## src/rtl/osc_fp_pkg.sv

```systemverilog
package osc_fp_pkg;

    localparam int NOISE_W = 16;
    localparam logic [NOISE_W-1:0] NOISE_SEED = 16'h0001;

    typedef enum logic [1:0] {
        WAVE_PULSE  = 2'd0,
        WAVE_SQUARE = 2'd1,
        WAVE_NOISE  = 2'd2,
        WAVE_SAW    = 2'd3
    } wave_e;

    typedef enum logic {
        ST_OFF = 1'b0,
        ST_RUN = 1'b1
    } osc_state_e;

endpackage

```

## src/rtl/osc_phase_cnt.sv

```systemverilog
module osc_phase_cnt #(
    parameter int MANT_W = 9,
    parameter int SAW_W  = 5
) (
    input  logic              clk,
    input  logic              rst_n,
    input  logic              step_i,
    input  logic [MANT_W-1:0] mant_i,
    output logic [SAW_W-1:0]  saw_o,
    output logic [MANT_W-1:0] cnt_o,
    output logic              wrap_o
);
    localparam int STEP_I = 1 << SAW_W;
    localparam logic [MANT_W:0] STEP = STEP_I[MANT_W:0];

    logic [MANT_W-1:0] cnt_q, cnt_d;
    logic [SAW_W-1:0]  saw_q;
    logic [MANT_W:0]   sum;
    logic              reload;

    always_comb begin
        reload = ({1'b0, cnt_q} < STEP);
        sum    = {1'b0, cnt_q} + {1'b0, mant_i} - STEP;
        cnt_d  = reload ? sum[MANT_W-1:0] : (cnt_q - STEP[MANT_W-1:0]);
    end

    always_ff @(posedge clk) begin
        if (!rst_n) begin
            cnt_q <= '0;
            saw_q <= '0;
        end else if (step_i) begin
            cnt_q <= cnt_d;
            if (reload) begin
                saw_q <= saw_q + 1'b1;
            end
        end
    end

    assign wrap_o = step_i & reload & (&saw_q);
    assign saw_o  = saw_q;
    assign cnt_o  = cnt_q;
endmodule

```

## src/rtl/osc_noise_lfsr.sv

```systemverilog
module osc_noise_lfsr
    import osc_fp_pkg::*;
(
    input  logic               clk,
    input  logic               rst_n,
    input  logic               step_i,
    output logic [NOISE_W-1:0] state_o,
    output logic               bit_o
);
    logic [NOISE_W-1:0] lfsr_q;
    logic               fb;

    assign fb = lfsr_q[15] ^ lfsr_q[13] ^ lfsr_q[12] ^ lfsr_q[10];

    always_ff @(posedge clk) begin
        if (!rst_n) begin
            lfsr_q <= NOISE_SEED;
        end else if (step_i) begin
            lfsr_q <= {lfsr_q[NOISE_W-2:0], fb};
        end
    end

    assign state_o = lfsr_q;
    assign bit_o   = lfsr_q[0];
endmodule

```

## src/rtl/osc_wave_shape.sv

```systemverilog
module osc_wave_shape
    import osc_fp_pkg::*;
#(
    parameter int SAW_W = 5
) (
    input  wave_e                   sel_i,
    input  logic [SAW_W-1:0]        saw_i,
    input  logic                    noise_i,
    output logic signed [SAW_W-1:0] wave_o
);
    localparam logic [SAW_W-1:0] LVL_HI = {1'b0, {(SAW_W-1){1'b1}}};
    localparam logic [SAW_W-1:0] LVL_LO = {1'b1, {(SAW_W-1){1'b0}}};

    logic [SAW_W-1:0] shaped;

    always_comb begin
        unique case (sel_i)
            WAVE_PULSE:  shaped = (saw_i[SAW_W-1:SAW_W-2] == 2'b00) ? LVL_HI : LVL_LO;
            WAVE_SQUARE: shaped = saw_i[SAW_W-1] ? LVL_HI : LVL_LO;
            WAVE_NOISE:  shaped = noise_i ? LVL_HI : LVL_LO;
            WAVE_SAW:    shaped = {~saw_i[SAW_W-1], saw_i[SAW_W-2:0]};
            default:     shaped = '0;
        endcase
    end

    assign wave_o = $signed(shaped);
endmodule

```

## src/rtl/osc_fp_voice.sv

```systemverilog
module osc_fp_voice
    import osc_fp_pkg::*;
#(
    parameter int EXP_W  = 4,
    parameter int MANT_W = 9,
    parameter int SAW_W  = 5
) (
    input  logic                          clk,
    input  logic                          rst_n,
    input  logic                          sample_tick,
    input  logic [(1<<EXP_W)-2:0]         oct_en,
    input  logic [EXP_W+MANT_W-1:0]       period,
    input  logic [1:0]                    wave_sel,
    output logic signed [SAW_W-1:0]       wave_o
);
    localparam int PER_W  = EXP_W + MANT_W;
    localparam int NUM_EN = 1 << EXP_W;

    logic [EXP_W-1:0]   exp_f;
    logic [MANT_W-1:0]  mant_f;
    logic [NUM_EN-1:0]  oct_pad;
    logic               exp_off;
    logic               step;

    osc_state_e         state_q, state_d;
    logic [SAW_W-1:0]   saw_q;
    logic [MANT_W-1:0]  cnt_q;
    logic               wrap;
    logic [NOISE_W-1:0] lfsr_q;
    logic               noise_bit;
    logic signed [SAW_W-1:0] shaped;

    assign exp_f   = period[PER_W-1:MANT_W];
    assign mant_f  = period[MANT_W-1:0];
    assign exp_off = &exp_f;
    assign oct_pad = {1'b0, oct_en};
    assign step    = sample_tick & ~exp_off & oct_pad[exp_f];

    always_comb begin
        state_d = state_q;
        unique case (state_q)
            ST_OFF: if (step)    state_d = ST_RUN;
            ST_RUN: if (exp_off) state_d = ST_OFF;
            default:             state_d = ST_OFF;
        endcase
    end

    always_ff @(posedge clk) begin
        if (!rst_n) begin
            state_q <= ST_OFF;
        end else begin
            state_q <= state_d;
        end
    end

    osc_phase_cnt #(.MANT_W(MANT_W), .SAW_W(SAW_W)) u_phase (
        .clk    (clk),
        .rst_n  (rst_n),
        .step_i (step),
        .mant_i (mant_f),
        .saw_o  (saw_q),
        .cnt_o  (cnt_q),
        .wrap_o (wrap)
    );

    osc_noise_lfsr u_noise (
        .clk     (clk),
        .rst_n   (rst_n),
        .step_i  (wrap),
        .state_o (lfsr_q),
        .bit_o   (noise_bit)
    );

    osc_wave_shape #(.SAW_W(SAW_W)) u_shape (
        .sel_i   (wave_e'(wave_sel)),
        .saw_i   (saw_q),
        .noise_i (noise_bit),
        .wave_o  (shaped)
    );

    always_comb begin
        unique case (state_q)
            ST_RUN:  wave_o = shaped;
            default: wave_o = '0;
        endcase
    end
endmodule

```

## config.mk

```make
export PLATFORM = sky130hd
export DESIGN_NAME = osc_fp_voice
export DESIGN_NICKNAME = d
export VERILOG_FILES = /design/src/rtl/osc_fp_pkg.sv /design/src/rtl/osc_phase_cnt.sv /design/src/rtl/osc_noise_lfsr.sv /design/src/rtl/osc_wave_shape.sv /design/src/rtl/osc_fp_voice.sv
export SDC_FILE = /design/constraint.sdc
export NUM_CORES = 1
export LEC_CHECK = 0
export ABC_AREA = 1
export BUFFER_PORTS_ARGS = -buffer_cell sky130_fd_sc_hd__buf_2
export CAP_MARGIN = 40
export CORE_UTILIZATION = 40
export CTS_CLUSTER_DIAMETER = 60
export CTS_CLUSTER_SIZE = 40
export DETAILED_ROUTE_END_ITERATION = 16
export GPL_TIMING_DRIVEN = 1
export PLACE_DENSITY_LB_ADDON = 0.05
export SKIP_CTS_REPAIR_TIMING = 1
export SLEW_MARGIN = 20
export SYNTH_ARGS = -nofsm -noshare
export SYNTH_HDL_FRONTEND = slang
export SYNTH_SLANG_ARGS = --single-unit
```

## constraint.sdc

```tcl
create_clock -name clk -period 4.2 [get_ports clk]
set_clock_uncertainty 0.05 [all_clocks]
set_input_delay 0.21 -clock clk [delete_from_list [all_inputs] [get_ports clk]]
set_output_delay 0.21 -clock clk [all_outputs]
set_load 0.01 [all_outputs]
```

==> results of run 1 <==
## cell families (layout without fill, tap and decap cells)
logic type | after synthesis | in the layout | share of synthesized area (%)
DFF | 31 | 31 | 28.4
adders and majority gates | 19 | 19 | 11.2
AOI/OAI and AO/OA | 33 | 33 | 7.96
buffers and inverters | 68 | 101 | 13.4
xor gates and xnor gates | 7 | 7 | 2.80
and+or+nand+nor | 190 | 190 | 36.2
## cells in the final DEF, fill, tap and decap left out
cell type / instances
a311oi_1: 1
fa_1: 1
nor2_1: 52
xor2_1: 3
nand3_1: 24
nand4_4: 1
a21oi_1: 20
nor3_1: 3
inv_2: 2
o21ai_0: 7
clkbuf_8: 5
o21ai_1: 2
nand2_1: 99
nand2_2: 2
buf_2: 37
o22ai_1: 2
a21o_1: 1
clkbuf_1: 1
inv_4: 1
xnor2_1: 4
inv_1: 55
nor2_2: 2
dfxtp_1: 31
or2_2: 2
nand4_1: 5
ha_1: 18
## final timing paths
| path | start | end | cells after the start |
|---|---|---|---|
| min | rst_n | u_noise.state_o[0]$_SDFFE_PN1P_ | 2 |
| max | u_phase.cnt_o[5]$_SDFFE_PN0P_ | u_phase.saw_o[0]$_SDFFE_PN0P_ | 8 |
| min reg2reg | u_phase.cnt_o[0]$_SDFFE_PN0P_ | u_phase.cnt_o[0]$_SDFFE_PN0P_ | 2 |
| max reg2reg | u_phase.cnt_o[5]$_SDFFE_PN0P_ | u_phase.saw_o[0]$_SDFFE_PN0P_ | 8 |
## area by class of cell
class	count	area, um2	area share [%]
Multi-Input combinational cell	249	1270	51.8
Sequential cell	31	621	25.2
Inverter	58	220	8.96
Timing Repair Buffer	37	185	7.53
Tap cell	70	87.6	3.56
Clock buffer	6	72.6	2.95
## flip-flops by register name, indices dropped and copies added, names as in the netlist
register	flops
u_phase.cnt_o	9
u_noise.state_o	16
state_q	1
u_phase.saw_o	5
## stage by stage
stage	power, mW	worst slack, ns	area (um2)	hold slack, ns	cells
floorplan	0.474	2.33	2190	0.397	348
finish	0.724	2.03	2460	0.256	451
CTS	0.734	2.00	2460	0.254	451
global route	0.779	1.75	2460	0.267	451
global placement	0.522	2.11	2390	0.415	445
detailed placement	0.523	2.02	2390	0.414	445
## worst max-delay path, stage by stage, from the launching register on
cell and delay [ns]:
dfxtp_1 0.32, inv_1 0.09, ha_1 0.18, nand2_1 0.08, nor2_2 0.48, nand3_1 0.44, inv_1 0.26, nand2_1 0.07
a21oi_1 0.12
## per-layer routing
| layer | vias up | wire length (um) | track usage, % |
|---|---|---|---|
| met1 | 828 | 2230 | 20.3 |
| met4 | 0 | 45 | 4.42 |
| met3 | 8 | 191 | 3.73 |
| li1 | 1143 | - | - |
| met5 | - | 0 | 0 |
| met2 | 41 | 1840 | 27.7 |
## report_power, final
group	internal, mW	switching (mW)
Sequential	0.305	0.00897
Combinational	0.0773	0.124
Clock	0.110	0.0985
Total	0.492	0.232
==> results.sh, run 1 <==
export IMPL_outcome="finished, final reports clean"
export IMPL_ys_ff_latch=31
export IMPL_avgSynthCellArea_um2=6.28
export IMPL_nNetsFinal=434
export IMPL_core_area_um2=5170
export IMPL_initial_core_util_pct=42.3
export IMPL_ff2ff_setup_slack_ns=2.03
export IMPL_drtIter0Drc=70
export IMPL_dr_pass1_iters=4
export IMPL_ys_top_cells_by_area="dfxtp_1 (28%), nand2_1 (17%), ha_1 (10%), inv_1 (9.4%), nor2_1 (8.9%)"
export IMPL_dp_hpwl_um=3300
export IMPL_via_per_inst=4.48
export IMPL_async_flop_share_pct=0
export IMPL_hold_class="primary input to flop"
export IMPL_worstPathRequired_ns=4.35
export IMPL_ir_worst_vdd_v=0.000182
export IMPL_rsz0062_at_grt="false"
export IMPL_ys_warnings_count=0
export IMPL_clk_pin_slew_ns=0.06
export IMPL_drc=0
export IMPL_overflow=0
export IMPL_synth_common_cells="nand2_1 (99), inv_1 (55), nor2_1 (52)"
export IMPL_antenna_found_initial=0
export IMPL_cts_root_buf="clkbuf_8"
export IMPL_cts_path_max_buffers=2
export IMPL_setup_viol=0
export IMPL_grt_usage_pct=16.2
export IMPL_hold_viol_final=0
export IMPL_worst_setup_path_type="flop to flop"
export IMPL_cp_max_fo=15
export IMPL_grt_max_degree=32
export IMPL_num_rows=26
export IMPL_critPathLaunchType="flop"
export IMPL_synth_most_common_cell="nand2_1"
export IMPL_synthCells=348
export IMPL_grt_pass1_vias=1917
export IMPL_numCtsBuffers=5
export IMPL_clock_sinks=31
export IMPL_die_w_um=75.9
export IMPL_top_level_ports=38
export IMPL_drive_gt1_share_pct=13.6
export IMPL_seq_area_frac_synth_pct=28.4
export IMPL_period_share_pct=51.7
export IMPL_diodes=0
export IMPL_insertion_delay_ns=0.28
export IMPL_leakagePower_nw=1.40
export IMPL_fill_cells=553
export IMPL_synth_edf_count=0
export IMPL_wl_um=4310
export IMPL_routedWlPerCell_um=9.55
export IMPL_grt_pass1_wl_um=7760
export IMPL_gp_congestion=0.787
export IMPL_cts_tree="yes"
export IMPL_max_freq_ghz=0.460
export IMPL_final_core_util_pct=47.5
export IMPL_setup_tns_ns=0
export IMPL_synth_cell_type_count=27
export IMPL_cp_end_kind="flop"
export IMPL_finalMaxSlewViolations=0
export IMPL_ant_nets=0
export IMPL_worstMarginPinSlew_ns=0.617
export IMPL_die_area_um2=5760
export IMPL_synthFlopType="dfxtp_1"
export IMPL_place_port_buffers=37
export IMPL_period_needed_ns=2.17
export IMPL_die_h_um=75.9
export IMPL_syn_area_um2=2190
export IMPL_worst_ep_arrival_time_ns=2.33
export IMPL_synth_top_cell_by_area="dfxtp_1"
export IMPL_netlist_area_leader_share_pct=28.4
export IMPL_areaGrowthSynthToFinish_pct=12.5
export IMPL_vias=2020
export IMPL_cts_htree_levels=2
export IMPL_syn_nets=400
export IMPL_p_per_area_nw_per_um2=294
export IMPL_slew_headroom_pct=58.8
export IMPL_maxCapViolCount=0
Note: power is estimated with default switching activity, not from simulation.
==> run 2: changes to the inputs <==
clock period = 1.8 ns   (was 4.2 ns; I/O delays follow)
==> run 2 against run 1 <==
Effect of this change:
- highest routed layer unchanged
- clock power grew to 2.8 times the previous value
- count of clock-buffer cells in the layout grew 2
- hold slack lost 0.22 ns
- sequential share of layout area shrank 3.6 points
- critical endpoint is now u_phase.cnt_o[7]$_SDFFE_PN0P_
- largest cell class unchanged
- the run now ends with setup timing left
- cell count grew 5.5%
- power grew to 2.8 times the previous value
- sequential power grew 130%
- register-to-register slack lost 2.0 ns
- critical path depth grew 3
==> results.sh, run 2 (synthesis results as in run 1) <==
export IMPL_drtIter0Drc=86
export IMPL_final_common_cell="nand2_1"
export IMPL_p_switching_mw=0.630
export IMPL_gp_congestion=0.763
export IMPL_leakagePower_nw=1.54
export IMPL_period_share_pct=100
export IMPL_rsz0062_at_grt="true"
export IMPL_whs_endpoint="u_phase.cnt_o[5]$_SDFFE_PN0P_"
export IMPL_final_core_util_pct=56.1
export IMPL_dp_cells=461
export IMPL_clock_sinks=31
export IMPL_dp_hpwl_um=3460
export IMPL_finalMaxSlewViolations=0
export IMPL_max_freq_ghz=0.554
export IMPL_drc=0
export IMPL_cellInternalPower_mw=1.42
export IMPL_min_from="rst_n"
export IMPL_core_area_um2=5170
export IMPL_p_total_mw=2.05
export IMPL_via_per_inst=4.54
export IMPL_cts_htree_levels=2
export IMPL_grt_usage_pct=17.3
export IMPL_worst_slack_ns=-0.00598
export IMPL_violations="setup timing"
export IMPL_worstMarginPinSlew_ns=0.456
export IMPL_hold_viol_final=0
export IMPL_final_cell_mix="nand2_1 (93), inv_1 (49), nor2_1 (49)"
export IMPL_stdcell_count=476
export IMPL_nNetsFinal=457
export IMPL_vias=2162
export IMPL_clk_pin_slew_ns=0.06
export IMPL_worst_ep_arrival_time_ns=1.90
export IMPL_die_area_um2=5760
export IMPL_power_frac_comb_pct=35.5
export IMPL_rr_startpoint="u_phase.cnt_o[1]$_SDFFE_PN0P_"
export IMPL_ir_worst_vdd_v=0.000463
export IMPL_insertion_delay_ns=0.27
export IMPL_p_per_area_nw_per_um2=707
export IMPL_ff2ff_setup_slack_ns=-0.006
export IMPL_r2r_end="u_phase.cnt_o[7]$_SDFFE_PN0P_"
export IMPL_overflow=0
export IMPL_routedWlPerCell_um=10.0
export IMPL_power_frac_clock_pct=28.6
export IMPL_cts_root_buf="clkbuf_8"
export IMPL_diodes=0
export IMPL_ant_nets=0
export IMPL_worstPathRequired_ns=1.89
export IMPL_slew_headroom_pct=69.6
export IMPL_initial_core_util_pct=42.3
export IMPL_drive_gt1_share_pct=29.3
export IMPL_cp_max_fo=3
export IMPL_top_level_ports=38
export IMPL_place_port_buffers=37
export IMPL_numCtsBuffers=5
export IMPL_grt_pass1_wl_um=8290
export IMPL_switching_share_pct=30.7
export IMPL_outcome="complete, but fails checks"
export IMPL_dr_pass1_iters=4
export IMPL_final_cell_area_um2=2900
export IMPL_worst_setup_path_type="flop to flop"
export IMPL_grt_pass1_vias=2019
export IMPL_reg2regPathDepth=11
export IMPL_grt_max_degree=32
export IMPL_wl_um=4780
export IMPL_cts_tree="yes"
export IMPL_die_w_um=75.9
export IMPL_antenna_found_initial=0
export IMPL_num_rows=26
export IMPL_power_frac_seq_pct=35.8
export IMPL_largest_register_ff_count=16
export IMPL_period_needed_ns=1.81
export IMPL_hold_class="primary input to flop"
export IMPL_place_area_um2=2560
export IMPL_cp_end_kind="flop"
export IMPL_areaGrowthSynthToFinish_pct=32.8
export IMPL_holdPathStages=3
export IMPL_die_h_um=75.9
export IMPL_setup_viol=1
export IMPL_cts_path_max_buffers=2
export IMPL_maxCapViolCount=0
export IMPL_critPathLaunchType="flop"
[run 2: power by group through the flow]
stage	sequential (mW)	combinational (mW)	clock, mW
after CTS	0.730	0.585	0.613
final	0.736	0.729	0.588
after global routing	0.739	0.828	0.638
after floorplan	0.741	0.380	0
after detailed placement	0.745	0.583	0
after global placement	0.744	0.582	0
[run 2: worst max-delay path, cell delays in order (launching register included)]
cell,delay (ns)
dfxtp_2,0.35
ha_4,0.20
ha_4,0.16
fa_2,0.40
nand4_1,0.12
nand3_2,0.07
nand2_1,0.06
nand2_1,0.05
nand2_1,0.05
nand2_1,0.04
nand2_1,0.05
a21oi_1,0.06
[run 2: final cells by class]
type                    count  area [um2]
flip-flops and latches     31         628
multi-input cells         249        1480
fillers                   509        2270
repair buffers             60         383
inverters                  58         220
clock buffers               8         100
well taps                  70        87.6
[run 2: layer usage]
metal  up-vias  share of wire [%]  track usage [%]
li1       1190                  -                -
met1       933                 49             22.3
met2        37                 47             29.6
met3         2                4.0             3.25
met4         0               0.29             4.23
met5         -                  0                0
[run 2: worst max path at each step]
stage,slack [ns],endpoint,depth (start not counted),start
5_1_grt,-0.14,u_phase.cnt_o[7]$_SDFFE_PN0P_,11,u_phase.cnt_o[1]$_SDFFE_PN0P_
3_5_place_dp,-0.1,u_phase.cnt_o[8]$_SDFFE_PN0P_,13,u_phase.cnt_o[7]$_SDFFE_PN0P_
2_1_floorplan,-0.02,u_phase.cnt_o[7]$_SDFFE_PN0P_,13,u_phase.cnt_o[5]$_SDFFE_PN0P_
6_report,-0.006,u_phase.cnt_o[7]$_SDFFE_PN0P_,11,u_phase.cnt_o[1]$_SDFFE_PN0P_
3_3_place_gp,-0.07,u_phase.cnt_o[7]$_SDFFE_PN0P_,13,u_phase.cnt_o[6]$_SDFFE_PN0P_
4_1_cts,-0.10,u_phase.cnt_o[8]$_SDFFE_PN0P_,13,u_phase.cnt_o[7]$_SDFFE_PN0P_
[run 2: per-stage QoR]
step	hold WS [ns]	worst slack [ns]	setup TNS, ns
3_3_place_gp	0.335	-0.0696	-0.168
2_1_floorplan	0.247	-0.0180	-0.0180
4_1_cts	0.0359	-0.101	-0.303
3_5_place_dp	0.332	-0.0957	-0.256
5_1_grt	0.0561	-0.140	-0.355
6_report	0.0401	-0.00598	-0.00598
